--- config.mk ---
export PLATFORM = sky130hd
export DESIGN_NAME = mdio_frame_master
export DESIGN_NICKNAME = d
export VERILOG_FILES = /design/src/rtl/mdio_pkg.sv /design/src/rtl/mdio_half_timer.sv /design/src/rtl/mdio_rx_capture.sv /design/src/rtl/mdio_frame_seq.sv /design/src/rtl/mdio_frame_master.sv
export SDC_FILE = /design/constraint.sdc
export NUM_CORES = 1
export LEC_CHECK = 0
export BUFFER_PORTS_ARGS = -buffer_cell sky130_fd_sc_hd__buf_2
export CELL_PAD_IN_SITES_DETAIL_PLACEMENT = 0
export CELL_PAD_IN_SITES_GLOBAL_PLACEMENT = 1
export CORE_AREA = 4 4 101 103
export CTS_CLUSTER_DIAMETER = 40
export DETAILED_ROUTE_END_ITERATION = 8
export DIE_AREA = 0 0 105 107
export PLACE_DENSITY = 0.77
export SETUP_SLACK_MARGIN = 0.5
export SKIP_CTS_REPAIR_TIMING = 1
export SLEW_MARGIN = 20
export SYNTH_ARGS = -nofsm -noshare
export SYNTH_HDL_FRONTEND = slang
export SYNTH_SLANG_ARGS = --single-unit
export TNS_END_PERCENT = 20
--- constraint.sdc ---
create_clock -name clk -period 2.35 [get_ports clk]
set_clock_uncertainty 0.1 [all_clocks]
set_input_delay 0.3525 -clock clk [delete_from_list [all_inputs] [get_ports clk]]
set_output_delay 0.3525 -clock clk [all_outputs]
set_load 0.02 [all_outputs]
--- src/rtl/mdio_pkg.sv ---
// Package: shared constants, frame layout and sequencer state for the
// management frame master. Assumes a fixed 64-period frame layout.
package mdio_pkg;
    localparam int PRE_BITS   = 32;
    localparam int ADDR_W     = 5;
    localparam int CODE_W     = 2;
    localparam int HDR_BITS   = 2 * CODE_W + 2 * ADDR_W;
    localparam int TA_BITS    = 2;
    localparam int DATA_BITS  = 16;
    localparam int FRAME_BITS = PRE_BITS + HDR_BITS + TA_BITS + DATA_BITS;
    localparam int IDX_W      = $clog2(FRAME_BITS);

    localparam logic [IDX_W-1:0] REL_POS  = IDX_W'(PRE_BITS + HDR_BITS);
    localparam logic [IDX_W-1:0] ERR_POS  = IDX_W'(PRE_BITS + HDR_BITS + 1);
    localparam logic [IDX_W-1:0] LAST_POS = IDX_W'(FRAME_BITS - 1);

    localparam logic [CODE_W-1:0] SOF_CODE = 2'b01;
    localparam logic [CODE_W-1:0] OP_RD    = 2'b10;
    localparam logic [CODE_W-1:0] OP_WR    = 2'b01;
    localparam logic [CODE_W-1:0] TA_WR    = 2'b10;

    typedef enum logic [1:0] {ST_IDLE, ST_RUN, ST_DONE} seq_state_t;

    // Assemble the serial image of a frame, first bit at the MSB.
    function automatic logic [FRAME_BITS-1:0] build_frame(
        input logic                 wr,
        input logic [ADDR_W-1:0]    phy,
        input logic [ADDR_W-1:0]    rg,
        input logic [DATA_BITS-1:0] wd
    );
        logic [TA_BITS+DATA_BITS-1:0] tail;
        tail = wr ? {TA_WR, wd} : {(TA_BITS + DATA_BITS){1'b1}};
        return {{PRE_BITS{1'b1}}, SOF_CODE, (wr ? OP_WR : OP_RD), phy, rg, tail};
    endfunction
endpackage

--- src/rtl/mdio_half_timer.sv ---
// Half-period timer: pulses half_end_o on the last system clock of each
// DIV-clock half period while run_i is high. Assumes DIV >= 1.
module mdio_half_timer #(
    parameter int DIV = 2
) (
    input  logic clk,
    input  logic rst_n,
    input  logic run_i,
    output logic half_end_o
);
    generate
        if (DIV <= 1) begin : g_direct
            wire tie_unused = clk ^ rst_n;
            assign half_end_o = run_i;
        end else begin : g_count
            localparam int CW = $clog2(DIV);
            localparam logic [CW-1:0] CNT_LAST = CW'(DIV - 1);
            logic [CW-1:0] cnt_q;

            // Count system clocks within the current half period.
            always_ff @(posedge clk) begin
                if (!rst_n || !run_i) begin
                    cnt_q <= '0;
                end else if (cnt_q == CNT_LAST) begin
                    cnt_q <= '0;
                end else begin
                    cnt_q <= cnt_q + 1'b1;
                end
            end

            assign half_end_o = run_i && (cnt_q == CNT_LAST);
        end
    endgenerate
endmodule

--- src/rtl/mdio_rx_capture.sv ---
// Read capture: latches the presence sample and shifts in data bits MSB
// first, forcing zeros once absence was seen. Cleared on each accepted
// request; otherwise holds its result.
module mdio_rx_capture
    import mdio_pkg::*;
(
    input  logic                 clk,
    input  logic                 rst_n,
    input  logic                 clear_i,
    input  logic                 sample_i,
    input  logic                 err_slot_i,
    input  logic                 mdi_i,
    output logic [DATA_BITS-1:0] rdata_o,
    output logic                 err_o
);
    logic [DATA_BITS-1:0] shift_q;
    logic                 err_q;

    // Capture the presence bit and the data bits on sample strobes.
    always_ff @(posedge clk) begin
        if (!rst_n || clear_i) begin
            shift_q <= '0;
            err_q   <= 1'b0;
        end else if (sample_i) begin
            if (err_slot_i) begin
                err_q <= mdi_i;
            end else begin
                shift_q <= {shift_q[DATA_BITS-2:0], mdi_i & ~err_q};
            end
        end
    end

    assign rdata_o = shift_q;
    assign err_o   = err_q;
endmodule

--- src/rtl/mdio_frame_seq.sv ---
// Frame sequencer: accepts a request while idle, then walks 64 bit periods,
// toggling the management clock on half-period ticks. The frame image is
// held in a shift register whose MSB is the current bit. It decides line
// direction and issues sample strobes for the capture unit.
module mdio_frame_seq
    import mdio_pkg::*;
(
    input  logic                 clk,
    input  logic                 rst_n,
    input  logic                 req_i,
    input  logic                 wr_i,
    input  logic [ADDR_W-1:0]    phy_addr_i,
    input  logic [ADDR_W-1:0]    reg_addr_i,
    input  logic [DATA_BITS-1:0] wdata_i,
    input  logic                 half_end_i,
    output logic                 run_o,
    output logic                 busy_o,
    output logic                 done_o,
    output logic                 start_o,
    output logic                 mdc_o,
    output logic                 mdo_o,
    output logic                 mdo_en_o,
    output logic                 sample_o,
    output logic                 err_slot_o
);
    seq_state_t              state_q;
    logic [IDX_W-1:0]        bit_q;
    logic                    mdc_q;
    logic                    rd_q;
    logic [FRAME_BITS-1:0]   tx_q;
    logic                    accept;
    logic                    running;

    assign accept  = (state_q == ST_IDLE) && req_i;
    assign running = (state_q == ST_RUN);

    // Advance the frame: clock halves, bit index and transmit image.
    always_ff @(posedge clk) begin
        if (!rst_n) begin
            state_q <= ST_IDLE;
            bit_q   <= '0;
            mdc_q   <= 1'b0;
            rd_q    <= 1'b0;
            tx_q    <= '1;
        end else begin
            case (state_q)
                ST_IDLE: begin
                    if (accept) begin
                        state_q <= ST_RUN;
                        bit_q   <= '0;
                        mdc_q   <= 1'b0;
                        rd_q    <= ~wr_i;
                        tx_q    <= build_frame(wr_i, phy_addr_i, reg_addr_i, wdata_i);
                    end
                end
                ST_RUN: begin
                    if (half_end_i) begin
                        if (!mdc_q) begin
                            mdc_q <= 1'b1;
                        end else begin
                            mdc_q <= 1'b0;
                            if (bit_q == LAST_POS) begin
                                state_q <= ST_DONE;
                            end else begin
                                bit_q <= bit_q + 1'b1;
                                tx_q  <= {tx_q[FRAME_BITS-2:0], 1'b1};
                            end
                        end
                    end
                end
                ST_DONE: state_q <= ST_IDLE;
                default: state_q <= ST_IDLE;
            endcase
        end
    end

    // Drive the bus pins and the capture strobes from the frame state.
    always_comb begin
        run_o      = running;
        busy_o     = (state_q != ST_IDLE);
        done_o     = (state_q == ST_DONE);
        start_o    = accept;
        mdc_o      = mdc_q;
        mdo_o      = running ? tx_q[FRAME_BITS-1] : 1'b1;
        mdo_en_o   = !(running && rd_q && (bit_q >= REL_POS));
        sample_o   = running && half_end_i && !mdc_q && rd_q && (bit_q >= ERR_POS);
        err_slot_o = (bit_q == ERR_POS);
    end
endmodule

--- src/rtl/mdio_frame_master.sv ---
// Top: management frame master. Ties the half-period timer, the frame
// sequencer and the read capture together. DIV sets the half period in
// system clocks and must be at least 1.
module mdio_frame_master #(
    parameter int DIV = 2
) (
    input  logic        clk,
    input  logic        rst_n,
    input  logic        req_i,
    input  logic        wr_i,
    input  logic [4:0]  phy_addr_i,
    input  logic [4:0]  reg_addr_i,
    input  logic [15:0] wdata_i,
    output logic        busy_o,
    output logic        done_o,
    output logic [15:0] rdata_o,
    output logic        err_o,
    output logic        mdc_o,
    output logic        mdo_o,
    output logic        mdo_en_o,
    input  logic        mdi_i
);
    logic half_end;
    logic run;
    logic start;
    logic sample;
    logic err_slot;

    mdio_half_timer #(.DIV(DIV)) u_timer (
        .clk        (clk),
        .rst_n      (rst_n),
        .run_i      (run),
        .half_end_o (half_end)
    );

    mdio_frame_seq u_seq (
        .clk        (clk),
        .rst_n      (rst_n),
        .req_i      (req_i),
        .wr_i       (wr_i),
        .phy_addr_i (phy_addr_i),
        .reg_addr_i (reg_addr_i),
        .wdata_i    (wdata_i),
        .half_end_i (half_end),
        .run_o      (run),
        .busy_o     (busy_o),
        .done_o     (done_o),
        .start_o    (start),
        .mdc_o      (mdc_o),
        .mdo_o      (mdo_o),
        .mdo_en_o   (mdo_en_o),
        .sample_o   (sample),
        .err_slot_o (err_slot)
    );

    mdio_rx_capture u_cap (
        .clk        (clk),
        .rst_n      (rst_n),
        .clear_i    (start),
        .sample_i   (sample),
        .err_slot_i (err_slot),
        .mdi_i      (mdi_i),
        .rdata_o    (rdata_o),
        .err_o      (err_o)
    );
endmodule

* Word level (Yosys, flattened, before mapping)
Index checks and enable logic that the tools add are counted.
** Cells by class
- Add/subtract/negate cells :: 2
- $lt $le $gt $ge :: 2
- Equality and inequality tests :: 9
- Multiplexer cells :: 22
- Bitwise gates (word level) :: 4
- Reduce and logical (&&, ||, !) cells :: 24
** Operator list (count)
- 64-bit two-way mux :: 4
- 64-bit one-hot mux with 2 select lines :: 1
- 6-bit two-way mux :: 4
- 17-bit two-way mux :: 1
- 6-bit == test, second input constant :: 2
- 6-bit greater-or-equal comparator, second input constant :: 2
- 6-bit one-hot mux with 2 select lines :: 1
- 2-bit two-way mux :: 5
- 1-bit logical AND :: 8
- 6-bit by 1-bit adder with 6-bit output, second input constant :: 1
- 2-bit by 1-bit inequality test with 1-bit output, second input constant :: 3
- 2-bit AND reduction :: 3
- 5-bit AND reduction :: 1
- 1-bit zero test :: 4
- 1-bit two-way mux :: 4
- 2-bit inequality test, second input constant :: 2
- 2-bit one-hot mux with 2 select lines :: 1
- 4-bit AND reduction :: 1
- 2-bit nonzero test :: 2
- 1-bit NOT :: 3
- 3-bit AND reduction :: 1
- 2-bit by 1-bit == test with 1-bit output, second input constant :: 1
- 2-bit == test, second input constant :: 1
- 2-bit zero test :: 1
- 5 further kinds :: 6
** Storage, ports and cells
- Register bits after elaboration :: 92
- Input port bits :: 31
- Output and inout bits :: 22
- Word-level logic and storage cells :: 71

* Depth between registers and ports, before layout
Gate-level depths: netlist of run 1.
- Word-level depth :: 7
- Gate-level depth with buffers :: 7
- Depth with buffers taken out :: 5

* By module
A second synthesis of run 1 with hierarchy kept.
** Second synthesis, totals
- Cells, all modules :: 463
- Area, all modules :: 3802.4 um^2
** By module, submodules not included
- mdio_frame_seq :: instances 1, cells each 382, area an instance 3100.5 um^2, seq. area each 1481.4 um^2
- mdio_rx_capture :: instances 1, cells each 78, area an instance 665.6 um^2, seq. area each 340.3 um^2
- mdio_half_timer :: instances 1, cells each 3, area an instance 36.3 um^2, seq. area each 20.0 um^2

* Worst setup path after synthesis of run 1
No wires, ideal clock.
- Path kind :: flip-flop to output port
- Start point :: register u_seq.bit_q[0]
- End point :: output mdo_en_o
- Arrival time :: 1267 ps
- Required time :: 1898 ps
- Setup slack :: 631 ps
- Cell stages (with the launch flop) :: 5
- Path buffers :: 0
- Cells stage by stage :: dfxtp_1 inv_1 ha_1 o211a_1 o21ai_0
** On the way
- Longest elaborated chain between the ends :: 3
** RTL lines
- start, declared :: line mdio_frame_seq.sv:27 : logic [IDX_W-1:0] bit_q;
- start signal, assigned :: line mdio_frame_seq.sv:65 : bit_q <= bit_q + 1'b1;
- 6-bit greater-or-equal comparator :: line mdio_frame_seq.sv:85 : mdo_en_o = !(running && rd_q && (bit_q >= REL_POS));
- 1-bit logical AND :: line mdio_frame_seq.sv:85
- 1-bit zero test :: line mdio_frame_seq.sv:85
- end, declared :: line mdio_frame_master.sv:20 : output logic mdo_en_o,
Every way passes these cells.

* Final worst setup path of run 1
Same ends and word-level chain as after synthesis.

==> metrics.cfg, run 1 <==
[sta]
timing_hold_violations_final = 0
finalCriticalPeriod_ps = 1910
fin_tns_setup_ps = 0
fmax_mhz = 523
hold-worst-slack_ps = 162
setup_slack_ps = 439
setup_violations = 0
worstMarginPinSlew_ps = 669
relSlewSlack_pct = 55.4
rsz0062_at_grt = yes
drv_slew = 0
period_share_pct = 81.3

[hold_path]
min_path_type = in2reg

[final_layout]
drive_gt1_share_pct = 20.1
fin_nets = 525
fill_cells = 900
final_core_util_pct = 49.1
diodes = 0
syn2layout_area_growth_pct = 18.2

[place]
dp_slack_ps = 380
io_buffers = 52
gp_congestion = 0.806
dpl.hpwl_um = 4940

[clock_network]
cts_buffers = 9
clk_pin_slew_ps = 80
cts.sinks = 92
clockBufferDepth = 2
root_buffer = clkbuf_8
clock_latency_ps = 350
htreeDepth = 3
cts_tree = done

[critical_path]
crit_arrival_ps = 1460
cp-start-kind = flop
cp_max_fo = 5
criticalPathCategory = reg2out
cp_data_required_time_ps = 1900
endpoint_kind = output pin

[pwr]
powerDensity_mw_per_mm2 = 722
p_int_mw = 2.51
p_total_mw = 3.26
switching_share_pct = 23.0
power_frac_clock_pct = 39.6
comb_power_share_pct = 10.1
p_sw_uw = 751
seq_power_share_pct = 50.3
ir_drop_v = 0.000459
leakage_nw = 1.88

[grt]
grt_antenna_before_repair = 0
grt_overflow = 0
track_usage_pct = 14.3
grt_max_degree = 67
grt_pass1_vias = 2859
grt_pass1_wl_um = 13400

[flow_run]
timing.max_cap.violations = 0

[synthesis]
syn-num-nets = 485
yosysSeqAreaShare_pct = 48.2
yosys_warnings = 0
ys_ff_latch = 92
synthesis.area_mm2 = 0.00382
yosys.area.top_type = dfxtp_1
ys_top_cells_by_area = dfxtp_1 48%, nor2_1 7.4%, nor3_1 4.6%
netlist_instances = 452
synth_cell_types = 43
synth_top_cell_area_share_pct = 48.2
synth_area_per_cell_um2 = 8.45

[die]
die-area_mm2 = 0.0112
die_w_um = 105
placementRows = 35
pin_count = 53
start_util_pct = 41.5
die_height_um = 107
core_area_mm2 = 0.00920

[routing]
drtPass1Iterations = 5
drt_iter0_drc = 175
route.vias.total = 3219
wl_per_cell_um = 13.2
final_antenna_net_count = 0
finalWirelength_um = 8040
via_per_inst = 5.29
drcViolationCount = 0

[run_status]
status = finished, final reports clean

==> stage by stage <==
| stage | area [um^2] | instances |
|---|---|---|
| 3_5_place_dp | 4130 | 584 |
| 3_3_place_gp | 4130 | 584 |
| 5_1_grt | 4510 | 608 |
| 4_1_cts | 4380 | 600 |
| 6_report | 4510 | 608 |
| 2_1_floorplan | 3820 | 452 |
==> sequential cells by signal, indices dropped and copies added, names as in the netlist <==
register / flops
u_timer.g_count.cnt_q: 1
u_cap.err_o: 1
u_seq.rd_q: 1
u_seq.bit_q: 6
u_seq.state_q: 2
u_cap.rdata_o: 16
u_seq.mdc_o: 1
u_seq.tx_q: 64
==> cells in the mapped netlist <==
cell type / n
nand3_1: 24
nor2b_1: 1
nor4_1: 2
o2bb2ai_1: 1
o22ai_1: 1
dfxtp_1: 92
a21oi_2: 1
nand4b_1: 2
or3_1: 2
o32ai_1: 1
and2_1: 1
a21boi_0: 1
o211a_1: 2
nor3b_1: 1
buf_6: 3
ha_1: 2
o21ai_1: 33
buf_1: 3
o21a_1: 1
nand4_1: 1
o311ai_0: 10
clkbuf_1: 15
inv_1: 2
a21boi_1: 2
o21ai_0: 8
or3b_1: 1
and4b_1: 2
or2_2: 2
nand2b_1: 5
clkbuf_2: 1
buf_4: 6
nor3b_4: 1
buf_2: 14
and3_1: 3
o211ai_1: 17
nand3b_1: 15
nand2_1: 40
and2b_1: 1
mux2i_1: 16
nor3_1: 35
nor2_1: 75
o22a_1: 1
a21oi_1: 5
==> per-layer routing <==
| layer | global-route usage [%] | routed length (um) | up-vias |
|---|---|---|---|
| li1 | - | - | 1656 |
| met4 | 4.22 | 43 | 0 |
| met5 | 0 | 0 | - |
| met3 | 4.21 | 406 | 5 |
| met2 | 21.8 | 3570 | 62 |
| met1 | 19.7 | 4020 | 1496 |
==> logic make-up (layout without fill, tap and decap cells) <==
family | count (synthesis) | in the layout | share of synthesized area [%]
compound gates | 84 | 84 | 14.1
mux | 16 | 16 | 4.19
flops | 92 | 92 | 48.2
simple gates | 214 | 214 | 26.9
fa+ha+maj | 2 | 2 | 0.655
buf+inv | 44 | 89 | 6.00
==> final timing paths <==
kind                          startpoint                           to  slack [ps]  depth (start not counted)
min reg2reg  u_seq.tx_q[14]$_SDFFE_PN1P_  u_seq.tx_q[14]$_SDFFE_PN1P_         370                          2
min                                mdi_i     u_cap.err_o$_SDFFE_PP0P_         160                          3
max reg2reg  u_seq.bit_q[1]$_SDFFE_PN0P_  u_seq.tx_q[61]$_SDFFE_PN1P_         460                          7
max          u_seq.bit_q[0]$_SDFFE_PN0P_                     mdo_en_o         440                          5
==> final cells by class <==
class                           instances  area, um^2  share of cell area (%)
Inverter                                2        10.0                   0.222
Clock buffer                           12         155                    3.44
Timing Repair Buffer                   71         468                    10.4
Sequential cell                        92        1850                    41.0
Multi-Input combinational cell        316        1790                    39.7
Clock inverter                          4        95.1                    2.11
Tap cell                              111         139                    3.08
==> cell usage in the layout (no fill, tap or decap), drive strengths merged, types with 2 or more instances in the layout <==
cell type,n
dfxtp,92
nor2,75
buf,70
o21ai,41
nand2,40
nor3,35
nand3,24
o211ai,17
mux2i,16
nand3b,15
clkbuf,13
o311ai,10
a21oi,6
nand2b,5
and3,3
bufinv,3
a21boi,3
or2,2
o211a,2
and4b,2
nand4b,2
nor4,2
or3,2
inv,2
nor3b,2
ha,2
==> power groups by stage <==
| stage | clock (mW) | sequential (mW) | combinational [mW] |
|---|---|---|---|
| 3_3_place_gp | 0 | 1.67 | 0.303 |
| 3_5_place_dp | 0 | 1.67 | 0.307 |
| 2_1_floorplan | 0 | 1.66 | 0.232 |
| 6_report | 1.29 | 1.64 | 0.330 |
| 4_1_cts | 1.33 | 1.64 | 0.307 |
| 5_1_grt | 1.40 | 1.65 | 0.371 |
==> worst max-delay path, stage by stage (launching register included) <==
cell and delay (ps):
dfxtp_4 390, inv_4 40, ha_4 140, o211a_1 220, o21ai_1 150, buf_4 170
Note: power is estimated with default switching activity, not from simulation.
==> run 2: changes to the inputs <==
==> constraint.sdc (replaced) <==
create_clock -name clk -period 2 [get_ports clk]
set_clock_uncertainty 0.1 [all_clocks]
set_input_delay 0.3 -clock clk [delete_from_list [all_inputs] [get_ports clk]]
set_output_delay 0.3 -clock clk [all_outputs]
set_load 0.02 [all_outputs]
==> run 2 against run 1 <==
Clock-buffer cell count shrank 1. Worst hold slack worse by 66 ps. Register-to-register slack got worse by 330 ps. Sequential share of layout area is 3.1 points lower. First-iteration DRC count up 26%. Die area is the same. Final area is 8.5% higher. Critical path type unchanged. Largest cell class is now multi-input combinational cells.
==> metrics.cfg, run 2 (synthesis results as in run 1) <==
[final_layout]
largest_reg_flops = 64  ; unchanged
diodes = 0  ; unchanged
top_register = u_seq.tx_q  ; unchanged
final_cell_mix = 86 x dfxtp_1, 75 x nor2_1, 51 x buf_2, 38 x nand2_1, 35 x nor3_1  ; was 88 x dfxtp_1, 75 x nor2_1, 51 x buf_2, 40 x nand2_1, 35 x nor3_1
stdcell_count = 622  ; was 608
drive_gt1_share_pct = 25.0  ; was 20.1%
final_common_cell = dfxtp_1  ; unchanged
syn2layout_area_growth_pct = 28.2  ; was 18.2%
fin_nets = 539  ; was 525

[routing]
finalWirelength_um = 9420  ; was 8040 um
drcViolationCount = 0  ; unchanged
via_per_inst = 5.34  ; was 5.29
wl_per_cell_um = 15.1  ; was 13.2 um
drt_iter0_drc = 220  ; was 175
final_antenna_net_count = 0  ; unchanged
drtPass1Iterations = 4  ; was 5
route.vias.total = 3324  ; was 3219

[sta]
setup_violations = 0  ; unchanged
setup_slack_ps = 95.0  ; was 439 ps
fmax_mhz = 525
relSlewSlack_pct = 71.9  ; was 55.4%
timing_hold_violations_final = 0  ; unchanged
worstMarginPinSlew_ps = 422  ; was 669 ps
drv_slew = 0  ; unchanged
rsz0062_at_grt = yes  ; unchanged
period_share_pct = 95.3
fin_tns_setup_ps = 0  ; unchanged
finalCriticalPeriod_ps = 1910

[run_status]
status = finished, final reports clean  ; unchanged

[clock_network]
clk_pin_slew_ps = 90  ; was 80 ps
cts.sinks = 92  ; unchanged
cts_tree = done  ; unchanged
clockBufferDepth = 2  ; unchanged
cts_buffers = 9  ; unchanged
root_buffer = clkbuf_8  ; unchanged
clock_latency_ps = 360  ; was 350 ps
htreeDepth = 3  ; unchanged

[die]
die_w_um = 105  ; unchanged
die_height_um = 107  ; unchanged
placementRows = 35  ; unchanged
start_util_pct = 41.5  ; unchanged
pin_count = 53  ; unchanged
die-area_mm2 = 0.0112  ; unchanged
core_area_mm2 = 0.00920  ; unchanged

[grt]
track_usage_pct = 15.0  ; was 14.3%
grt_antenna_before_repair = 0  ; unchanged
grt_pass1_wl_um = 13900  ; was 13400 um
grt_pass1_vias = 2915  ; was 2859
grt_overflow = 0  ; unchanged
grt_max_degree = 53  ; was 67

[pwr]
leakage_nw = 2.04  ; was 1.88 nW
p_total_mw = 3.89  ; was 3.26 mW
powerDensity_mw_per_mm2 = 795  ; was 722 mW/mm^2
ir_drop_v = 0.000352  ; was 0.000459 V

[hold_path]
min_path_type = in2reg  ; unchanged

[place]
dpl.hpwl_um = 5180  ; was 4940 um
dp_slack_ps = 167  ; was 380 ps
io_buffers = 52  ; unchanged
placedCellCount = 587  ; was 584
gp_congestion = 0.791  ; was 0.806

[flow_run]
timing.max_cap.violations = 0  ; unchanged

[critical_path]
criticalPathCategory = reg2out  ; unchanged
cp_data_required_time_ps = 1600  ; was 1900 ps
cp_max_fo = 3  ; was 5
endpoint_kind = output pin  ; unchanged
cp-start-kind = flop  ; unchanged
crit_arrival_ps = 1510  ; was 1460 ps

run 2: worst paths after layout:
| check | start | endpoint | slack, ps | cells after the start |
|---|---|---|---|---|
| setup / recovery | u_seq.bit_q[0]$_SDFFE_PN0P_ | mdo_en_o | 90 | 5 |
| hold / removal | mdi_i | u_cap.err_o$_SDFFE_PP0P_ | 100 | 3 |
| setup reg to reg | u_seq.bit_q[0]$_SDFFE_PN0P_ | u_seq.tx_q[13]$_SDFFE_PN1P_ | 130 | 8 |
| hold reg to reg | u_seq.tx_q[3]$_SDFFE_PN1P_ | u_seq.tx_q[3]$_SDFFE_PN1P_ | 370 | 2 |
run 2: power breakdown:
part           leakage (nW)  switching [mW]  total, mW  internal (mW)
clock network         0.120           0.657       1.43          0.777
registers             0.754          0.0392       1.93           1.89
logic                  1.16           0.279      0.529          0.250
total                  2.04           0.975       3.89           2.91
run 2: cell type report:
type / count / area [um^2]
Clock buffer: 11 / 151
Clock inverter: 5 / 82.6
Fill cell: 859 / 4300
Inverter: 2 / 7.51
Multi-Input combinational cell: 316 / 1860
Sequential cell: 92 / 1860
Tap cell: 111 / 139
Timing Repair Buffer: 85 / 795
run 2: per-layer routing:
metal  GRT usage [%]  vias up  part of all wire (%)
li1                -     1685                     -
met1            20.1     1569                    49
met2            23.4       62                    47
met3            4.33        8                   3.6
met4            4.78        0                   1.2
met5               0        -                     0
run 2: worst max-delay path, cell delays in order (launching register included):
cell,delay [ps]
dfxtp_4,380
inv_2,40
ha_2,160
o211a_1,250
o21ai_2,180
buf_6,140
run 2: per-stage QoR:
stage                     hold WS (ps)  utilization, %  area [um^2]
after global routing               127            53.2         4890
after global placement             350            45.5         4190
after CTS                         91.9            48.1         4420
after detailed placement           357            45.5         4190
after floorplan                    341               -         3860
final                             96.2            53.2         4890
==> run 3: changes to the inputs <==
--- a/config.mk
+++ b/config.mk
@@ -8,11 +8,11 @@
 export BUFFER_PORTS_ARGS = -buffer_cell sky130_fd_sc_hd__buf_2
 export CELL_PAD_IN_SITES_DETAIL_PLACEMENT = 0
 export CELL_PAD_IN_SITES_GLOBAL_PLACEMENT = 1
-export CORE_AREA = 4 4 101 103
+export CORE_AREA = 4 4 106 108
 export CTS_CLUSTER_DIAMETER = 40
 export DETAILED_ROUTE_END_ITERATION = 8
-export DIE_AREA = 0 0 105 107
-export PLACE_DENSITY = 0.77
+export DIE_AREA = 0 0 110 112
+export PLACE_DENSITY = 0.74
 export SETUP_SLACK_MARGIN = 0.5
 export SKIP_CTS_REPAIR_TIMING = 1
 export SLEW_MARGIN = 20
==> constraint.sdc (replaced) <==
create_clock -name clk -period 1.6 [get_ports clk]
set_clock_uncertainty 0.1 [all_clocks]
set_input_delay 0.24 -clock clk [delete_from_list [all_inputs] [get_ports clk]]
set_output_delay 0.24 -clock clk [all_outputs]
set_load 0.02 [all_outputs]
==> run 3 against run 2 <==
The flow now finishes with violations (setup timing). Setup slack worse by 330 ps. Global-route usage down 1.4 points. Combinational power up 16%. Sequential share of layout area is 0.76 points lower. Sequential power increased by 24%. First-iteration DRC count shrank 16%. Sequential cell count is the same. Final area rose by 3.1%. Largest power group unchanged.
==> metrics.cfg, run 3 (synthesis results as in run 1) <==
[routing]
drtPass1Iterations = 7  ; was 4
final_antenna_net_count = 0  ; unchanged
via_per_inst = 5.07  ; was 5.34
wl_per_cell_um = 13.7  ; was 15.1 um
drt_iter0_drc = 184  ; was 220
drcViolationCount = 0  ; unchanged
finalWirelength_um = 9060  ; was 9420 um
route.vias.total = 3344  ; was 3324

[pwr]
leakage_nw = 2.09  ; was 2.04 nW
powerDensity_mw_per_mm2 = 925  ; was 795 mW/mm^2
ir_drop_v = 0.000531  ; was 0.000352 V
p_total_mw = 4.66  ; was 3.89 mW

[sta]
setup_violations = 74  ; was 0
period_share_pct = 115
drv_slew = 0  ; unchanged
worstMarginPinSlew_ps = 383  ; was 422 ps
relSlewSlack_pct = 74.5  ; was 71.9%
rsz0062_at_grt = yes  ; unchanged
setup_slack_ps = -236  ; was 95.0 ps
finalCriticalPeriod_ps = 1840
timing_hold_violations_final = 0  ; unchanged
fmax_mhz = 545

[flow_run]
timing.max_cap.violations = 0  ; unchanged

[critical_path]
cpLargestDelayFamily = compound AO/OA/AOI/OAI gates  ; unchanged
crit_path_max_incr_delay_ps = 350  ; was 380 ps
cp_data_required_time_ps = 1790  ; was 1600 ps
cp_max_fo = 12  ; was 3
cp-start-kind = flop  ; unchanged
path_cells = buf_4 > ha_4 > nand4_1 > o22ai_4 > buf_12 > clkbuf_16 > nor3_1 > o21ai_1  ; was inv_2 > ha_2 > o211a_1 > o21ai_2 > buf_6
endpoint_kind = flop  ; was output pin
r2r_slack_ps = -240  ; was 130 ps
crit_arrival_ps = 2030  ; was 1510 ps
cp_slowest_cell = dfxtp_2  ; was dfxtp_4
criticalPathCategory = reg2reg  ; was reg2out
crit_buf_inv = 3  ; was 2

[final_layout]
top_register = u_seq.tx_q  ; unchanged
final_common_cell = nor2_1  ; was dfxtp_1
fin_nets = 552  ; was 539
final_core_util_pct = 49.3  ; was 53.2%
final_cell_mix = 74 x nor2_1, 71 x dfxtp_1, 40 x nand2_1, 38 x o21ai_1, 35 x nor3_1  ; was 86 x dfxtp_1, 75 x nor2_1, 51 x buf_2, 38 x nand2_1, 35 x nor3_1
diodes = 0  ; unchanged
syn2layout_area_growth_pct = 32.1  ; was 28.2%
drive_gt1_share_pct = 29.0  ; was 25.0%
largest_reg_flops = 64  ; unchanged

[clock_network]
htreeDepth = 3  ; unchanged
cts_tree = done  ; unchanged
clk_pin_slew_ps = 100  ; was 90 ps
clock_latency_ps = 360  ; about the same
cts_buffers = 9  ; unchanged
cts.sinks = 92  ; unchanged
clockBufferDepth = 2  ; unchanged
root_buffer = clkbuf_8  ; unchanged

[hold_path]
min_path_type = in2reg  ; unchanged

[grt]
grt_antenna_before_repair = 0  ; unchanged
track_usage_pct = 13.6  ; was 15.0%
grt_pass1_vias = 3008  ; was 2915
grt_overflow = 0  ; unchanged
grt_max_degree = 47  ; was 53
grt_pass1_wl_um = 13900  ; unchanged

[place]
dpl.hpwl_um = 5420  ; was 5180 um
gp_congestion = 0.827  ; was 0.791
io_buffers = 52  ; unchanged

[die]
start_util_pct = 37.3  ; was 41.5%
die_w_um = 110  ; was 105 um
core_area_mm2 = 0.0102  ; was 0.00920 mm^2
placementRows = 37  ; was 35
die_height_um = 112  ; was 107 um
pin_count = 53  ; unchanged
die-area_mm2 = 0.0123  ; was 0.0112 mm^2

[run_status]
violations = setup timing
status = finished, violations left  ; was finished, final reports clean

[run 3: cell types whose count changed in the layout (fill, tap and decap cells not counted), moves of 3 or more]
cell | before | now
buf_4 | 11 | 25
clkbuf_16 | 9 | 5
o311ai_1 | 1 | 9
dfxtp_2 | 3 | 18
buf_2 | 51 | 30
clkinvlp_4 | 0 | 3
o21ai_1 | 32 | 38
o311ai_0 | 7 | 1
buf_6 | 5 | 30
o21ai_0 | 7 | 2
dfxtp_1 | 86 | 71
[run 3: power breakdown]
| part | internal [mW] | switching (mW) | total (mW) |
|---|---|---|---|
| Combinational | 0.291 | 0.325 | 0.616 |
| Sequential | 2.36 | 0.0445 | 2.40 |
| Clock | 0.749 | 0.896 | 1.65 |
[run 3: final timing paths]
path                               start                          end  depth (start not counted)
max          u_seq.bit_q[0]$_SDFFE_PN0P_  u_seq.tx_q[52]$_SDFFE_PN1P_                          8
min                                mdi_i     u_cap.err_o$_SDFFE_PP0P_                          3
max reg2reg  u_seq.bit_q[0]$_SDFFE_PN0P_  u_seq.tx_q[52]$_SDFFE_PN1P_                          8
min reg2reg  u_seq.tx_q[14]$_SDFFE_PN1P_  u_seq.tx_q[14]$_SDFFE_PN1P_                          2
[run 3: cell type report]
| type | instances | area [um^2] |
|---|---|---|
| repair buffers | 98 | 951 |
| fillers | 983 | 5190 |
| clock buffers | 9 | 124 |
| inverters | 2 | 10.0 |
| well taps | 136 | 170 |
| multi-input cells | 316 | 1830 |
| clock inverters | 7 | 83.8 |
| flip-flops and latches | 92 | 1880 |
[run 3: layer usage]
metal  vias up  track usage, %  part of all wire [%]
met2        63            20.5                    46
met1      1557            19.2                    48
met4         0            4.74                  0.84
met5         -               0                     0
met3         8            2.96                   5.1
li1       1716               -                     -
[run 3: worst min-delay path, delay by kind of cell]
family | cells | cell delay (ps)
buf+inv | 1 | 90
simple gates | 1 | 70
mux | 1 | 60
[run 3: per-stage QoR]
step	setup slack, ps	TNS, ps	cell area, um^2	instances	hold slack, ps
floorplan	55.9	0	3860	452	287
global placement	-32.7	-322	4340	626	350
detailed placement	-118	-2520	4340	626	354
CTS	-365	-5260	4540	642	15.7
global route	-331	-18360	5040	660	39.2
finish	-236	-11320	5040	660	30.2
